[src/rtl/uirq_pkg.sv]
package uirq_pkg;

    localparam int ADDR_W  = 2;
    localparam int SRC_N   = 2;

    localparam logic [ADDR_W-1:0] ADDR_STATUS = 2'd0;
    localparam logic [ADDR_W-1:0] ADDR_ENABLE = 2'd1;
    localparam logic [ADDR_W-1:0] ADDR_CTRL   = 2'd2;

    typedef enum int {
        SRC_RX    = 0,
        SRC_TXLOW = 1
    } src_e;

    typedef logic [SRC_N-1:0] src_vec_t;

    typedef struct packed {
        logic status_w;
        logic enable_w;
        logic ctrl_w;
    } reg_wr_t;

    function automatic reg_wr_t decode_write(input logic we, input logic [ADDR_W-1:0] addr);
        reg_wr_t r;
        r.status_w = we && (addr == ADDR_STATUS);
        r.enable_w = we && (addr == ADDR_ENABLE);
        r.ctrl_w   = we && (addr == ADDR_CTRL);
        return r;
    endfunction

    function automatic logic any_pending(input src_vec_t st, input src_vec_t en, input logic host);
        return host && (|(st & en));
    endfunction

endpackage

[src/rtl/uirq_cond.sv]
module uirq_cond
    import uirq_pkg::*;
#(
    parameter int TX_DEPTH   = 16,
    parameter int TX_LOW_MAX = 4,
    localparam int LVL_W     = $clog2(TX_DEPTH + 1)
) (
    input  logic             rx_not_empty,
    input  logic [LVL_W-1:0] tx_level,
    output src_vec_t         cond
);
    localparam logic [LVL_W-1:0] LOW_MARK = LVL_W'(TX_LOW_MAX);

    always_comb begin
        cond            = '0;
        cond[SRC_RX]    = rx_not_empty;
        cond[SRC_TXLOW] = (tx_level <= LOW_MARK);
    end
endmodule

[src/rtl/uirq_status.sv]
module uirq_status
    import uirq_pkg::*;
(
    input  logic     clk,
    input  logic     rst,
    input  src_vec_t cond,
    input  logic     clr_we,
    input  src_vec_t clr_mask,
    output src_vec_t status
);
    for (genvar i = 0; i < SRC_N; i++) begin : g_flag
        always_ff @(posedge clk) begin
            if (rst) begin
                status[i] <= 1'b0;
            end else if (clr_we && clr_mask[i]) begin
                status[i] <= 1'b0;
            end else if (cond[i]) begin
                status[i] <= 1'b1;
            end
        end
    end
endmodule

[src/rtl/uirq_regs.sv]
module uirq_regs
    import uirq_pkg::*;
(
    input  logic              clk,
    input  logic              rst,
    input  reg_wr_t           wr,
    input  logic [ADDR_W-1:0] addr,
    input  src_vec_t          wdata,
    input  src_vec_t          status,
    output src_vec_t          enable,
    output logic              host_en,
    output src_vec_t          rdata
);
    always_ff @(posedge clk) begin
        if (rst) begin
            enable  <= '0;
            host_en <= 1'b0;
        end else begin
            if (wr.enable_w) enable  <= wdata;
            if (wr.ctrl_w)   host_en <= wdata[0];
        end
    end

    always_comb begin
        rdata = '0;
        unique case (addr)
            ADDR_STATUS: rdata = status;
            ADDR_ENABLE: rdata = enable;
            ADDR_CTRL:   rdata[0] = host_en;
            default:     rdata = '0;
        endcase
    end
endmodule

[src/rtl/uirq_ctrl.sv]
module uirq_ctrl
    import uirq_pkg::*;
#(
    parameter int TX_DEPTH   = 16,
    parameter int TX_LOW_MAX = 4,
    localparam int LVL_W     = $clog2(TX_DEPTH + 1)
) (
    input  logic              clk,
    input  logic              rst,
    input  logic [ADDR_W-1:0] reg_addr,
    input  logic              reg_we,
    input  logic [SRC_N-1:0]  reg_wdata,
    output logic [SRC_N-1:0]  reg_rdata,
    input  logic              rx_not_empty,
    input  logic [LVL_W-1:0]  tx_level,
    output logic              irq
);
    reg_wr_t  wr;
    src_vec_t cond;
    src_vec_t status_q;
    src_vec_t enable_q;
    logic     host_en_q;

    assign wr = decode_write(reg_we, reg_addr);

    uirq_cond #(
        .TX_DEPTH  (TX_DEPTH),
        .TX_LOW_MAX(TX_LOW_MAX)
    ) cond_i (
        .rx_not_empty(rx_not_empty),
        .tx_level    (tx_level),
        .cond        (cond)
    );

    uirq_status status_i (
        .clk     (clk),
        .rst     (rst),
        .cond    (cond),
        .clr_we  (wr.status_w),
        .clr_mask(reg_wdata),
        .status  (status_q)
    );

    uirq_regs regs_i (
        .clk    (clk),
        .rst    (rst),
        .wr     (wr),
        .addr   (reg_addr),
        .wdata  (reg_wdata),
        .status (status_q),
        .enable (enable_q),
        .host_en(host_en_q),
        .rdata  (reg_rdata)
    );

    always_ff @(posedge clk) begin
        if (rst) irq <= 1'b0;
        else     irq <= any_pending(status_q, enable_q, host_en_q);
    end
endmodule

[config.mk]
export PLATFORM = sky130hd
export DESIGN_NAME = uirq_ctrl
export DESIGN_NICKNAME = d
export VERILOG_FILES = /design/src/rtl/uirq_pkg.sv /design/src/rtl/uirq_cond.sv /design/src/rtl/uirq_status.sv /design/src/rtl/uirq_regs.sv /design/src/rtl/uirq_ctrl.sv
export SDC_FILE = /design/constraint.sdc
export NUM_CORES = 1
export LEC_CHECK = 0
export BUFFER_PORTS_ARGS = -buffer_cell sky130_fd_sc_hd__buf_2
export CAP_MARGIN = 20
export CELL_PAD_IN_SITES_DETAIL_PLACEMENT = 0
export CELL_PAD_IN_SITES_GLOBAL_PLACEMENT = 1
export CORE_AREA = 2 2 39 41
export DETAILED_ROUTE_END_ITERATION = 16
export DIE_AREA = 0 0 41 43
export HOLD_SLACK_MARGIN = 0.05
export PLACE_DENSITY = 0.65
export SLEW_MARGIN = 20
export SYNTH_ARGS = -nofsm -noshare
export SYNTH_HDL_FRONTEND = slang
export SYNTH_HIERARCHICAL = 1
export SYNTH_SLANG_ARGS = --single-unit
[constraint.sdc]
create_clock -name clk -period 1 [get_ports clk]
set_input_delay 0.05 -clock clk [delete_from_list [all_inputs] [get_ports clk]]
set_output_delay 0.05 -clock clk [all_outputs]
set_load 0.02 [all_outputs]
==> run summary <==
vias -> 284
CP cell instances -> mux2i_1, o22ai_1, buf_4
Avg Cell Area, Syn -> 9.88 um2
Die H -> 43 um
max-slew violation count -> 0
Fin. Hold Viols -> 0
wire per inst -> 8.59 um
TritonCTS clock tree -> yes
# diodes -> 0
core box area -> 0.00138 mm2
Synth top area share -> 0.405
Residual DRC -> 0
Critical Path Source Type -> flop
GP Congestion -> 0.580
largest net degree at the start of global routing -> 7
# setup viols final -> 0
Boundary Pins -> 16
DRT Pass-1 Iters -> 2
CTS H-tree lvls -> 1
Routed WL -> 567 um
Static Leakage -> 0.194 nW
area delta synth->final -> 49.8%
CTS root buf -> clkbuf_4
status -> finished clean
clk_skew -> 0.00161 ns
# fillers -> 161
leading cell type in the layout, fill and taps excluded -> buf_2
CP Max Fanout -> 3
starting DRC count in detailed routing -> 1
post-CTS setup buffer count -> 0
PD cells -> 1250 mW/mm2
Setup TNS -> 0 ns
post-synthesis cell area -> 297 um2
grt ovf -> 0
Syn Nets -> 43
Initial Util -> 0.214
sequential element share of the synthesized area -> 0.405
largest cells by area after synthesis -> dfxtp_1 (41%), mux2i_1 (17%), nor2_1 (8.9%), a211oi_2 (8.4%), nor3b_2 (4.2%)
first-pass GRT wire length -> 972 um
Critical Setup Path Class -> flop to primary output
Yosys top cell by area -> dfxtp_1
min cycle time layout -> 0.992 ns
Slew HR -> 0.867
Antenna Nets Post-Route -> 0
GRT Overall Usage -> 0.0855
Top delay family on crit path -> flip-flops
r2r worst-path depth -> 2
Die W -> 41 um
Worst Setup End Kind -> primary output
NumNets Final -> 65
worst skew pair latency -> 0.23 ns
row cnt -> 14
max_cap viols -> 0
RSZ-0062 raised after global routing -> yes
Slew @ Worst Pin -> 0.199 ns
die area -> 0.00176 mm2
Peak Freq -> 1010 MHz
fin crit share -> 0.992
Hold Path Class -> input port to flop
layout cells sized above 1 -> 0.540
initial antenna violation count -> 0
Slowest-stage cell, CP -> dfxtp_2
crit path DAT -> 0.94 ns
Avg Vias per Cell -> 4.30
Synthesis Warnings -> 6
IO Port Bufs -> 15
crit-path max cell delay -> 0.33 ns
Yosys reg bits -> 6
CP Buf/Inv Count -> 1
Netlist cell types -> 13
dpl ws -> 0.182 ns
clk slew on worst S/H paths -> 0.04 ns
hold_ws -> 0.0666 ns
CTS sink cnt -> 6
Max Root-Sink Buffers -> 2
Num CTS Buffers -> 3
hold path cells -> 2
WP data required -> 0.95 ns
Final Worst Setup Slack -> 0.00831 ns
Crit path depth -> 3
most frequent cells in the layout -> buf_2 (13), nor2_1 (7), mux2i_1 (5)
number of global-route vias before repair -> 277
Mapped Cells -> 30
VDD IR max -> 0.000421 V
==> per-layer routing <==
layer  vias up  wire length (um)  GRT usage
met2         6               333      0.138
met4         0                 0      0.100
li1        148                 -          -
met5         -                 0          0
met1       130               208     0.0744
met3         0                25     0.0157
==> synth_stat cells <==
library cell  number
o22ai_1            1
nand2_1            2
and3b_1            1
buf_4              1
nor3_2             1
nor3b_2            1
o21a_1             1
nor3b_1            1
mux2i_1            5
dfxtp_1            6
a22oi_1            1
nor2_1             7
a211oi_2           2
==> registers in the layout, summed over array words and instances (netlist names) <==
name / count
irq: 1
regs_i/enable: 2
regs_i/host_en: 1
status_i/status: 2
==> worst register-to-register path, delay by kind of cell (launching register included) <==
kind	cells	cell delay [ns]
DFF	1	0.32
AOI/OAI and AO/OA	1	0.21
and+or+nand+nor	1	0.06
==> report_power, final <==
part | switching [mW] | leakage, nW | internal [mW] | total (mW)
clock network | 0.0727 | 0.0138 | 0.135 | 0.207
registers | 0.00704 | 0.0505 | 0.252 | 0.259
logic | 0.0408 | 0.129 | 0.0489 | 0.0897
==> cell type report <==
type                       instances  area, um2  area share
tap                               16       20.0      0.0451
timing repair buffer              18        108       0.242
sequential                         6        125       0.282
multi-input combinational         23        169       0.380
clock buffer                       3       22.5      0.0507
==> cells by family after synthesis <==
logic type,after synthesis,share of synthesized area
mux,5,0.169
buf+inv,1,0.0253
compound gates,5,0.156
flops,6,0.405
simple gates,13,0.245
==> path summary, 6_finish.rpt <==
kind                 startpoint                  to  slack (ns)
max          status_i/status[0]        reg_rdata[0]       0.008
max reg2reg  status_i/status[0]                 irq        0.30
min reg2reg      regs_i/host_en                 irq        0.50
min                         rst  status_i/status[1]        0.07
==> per-stage QoR <==
stage           util  total power, mW  instance area, um2  instances
2_1_floorplan      -            0.300                 297         30
3_3_place_gp   0.283            0.344                 392         61
3_5_place_dp   0.283            0.344                 392         61
4_1_cts        0.317            0.568                 439         66
5_1_grt        0.321            0.598                 444         66
6_report       0.321            0.556                 444         66
==> what timing repair did <==
| item | 4_1_cts | 5_1_grt |
|---|---|---|
| hold buffers | 2 | 0 |
| endpoints found under the setup margin | 1 | 2 |
| endpoints found under the hold margin | 2 | 0 |
| gates cloned | 0 | 0 |
| resized for setup | 3 | 3 |
Note: power is estimated with default switching activity, not from simulation.
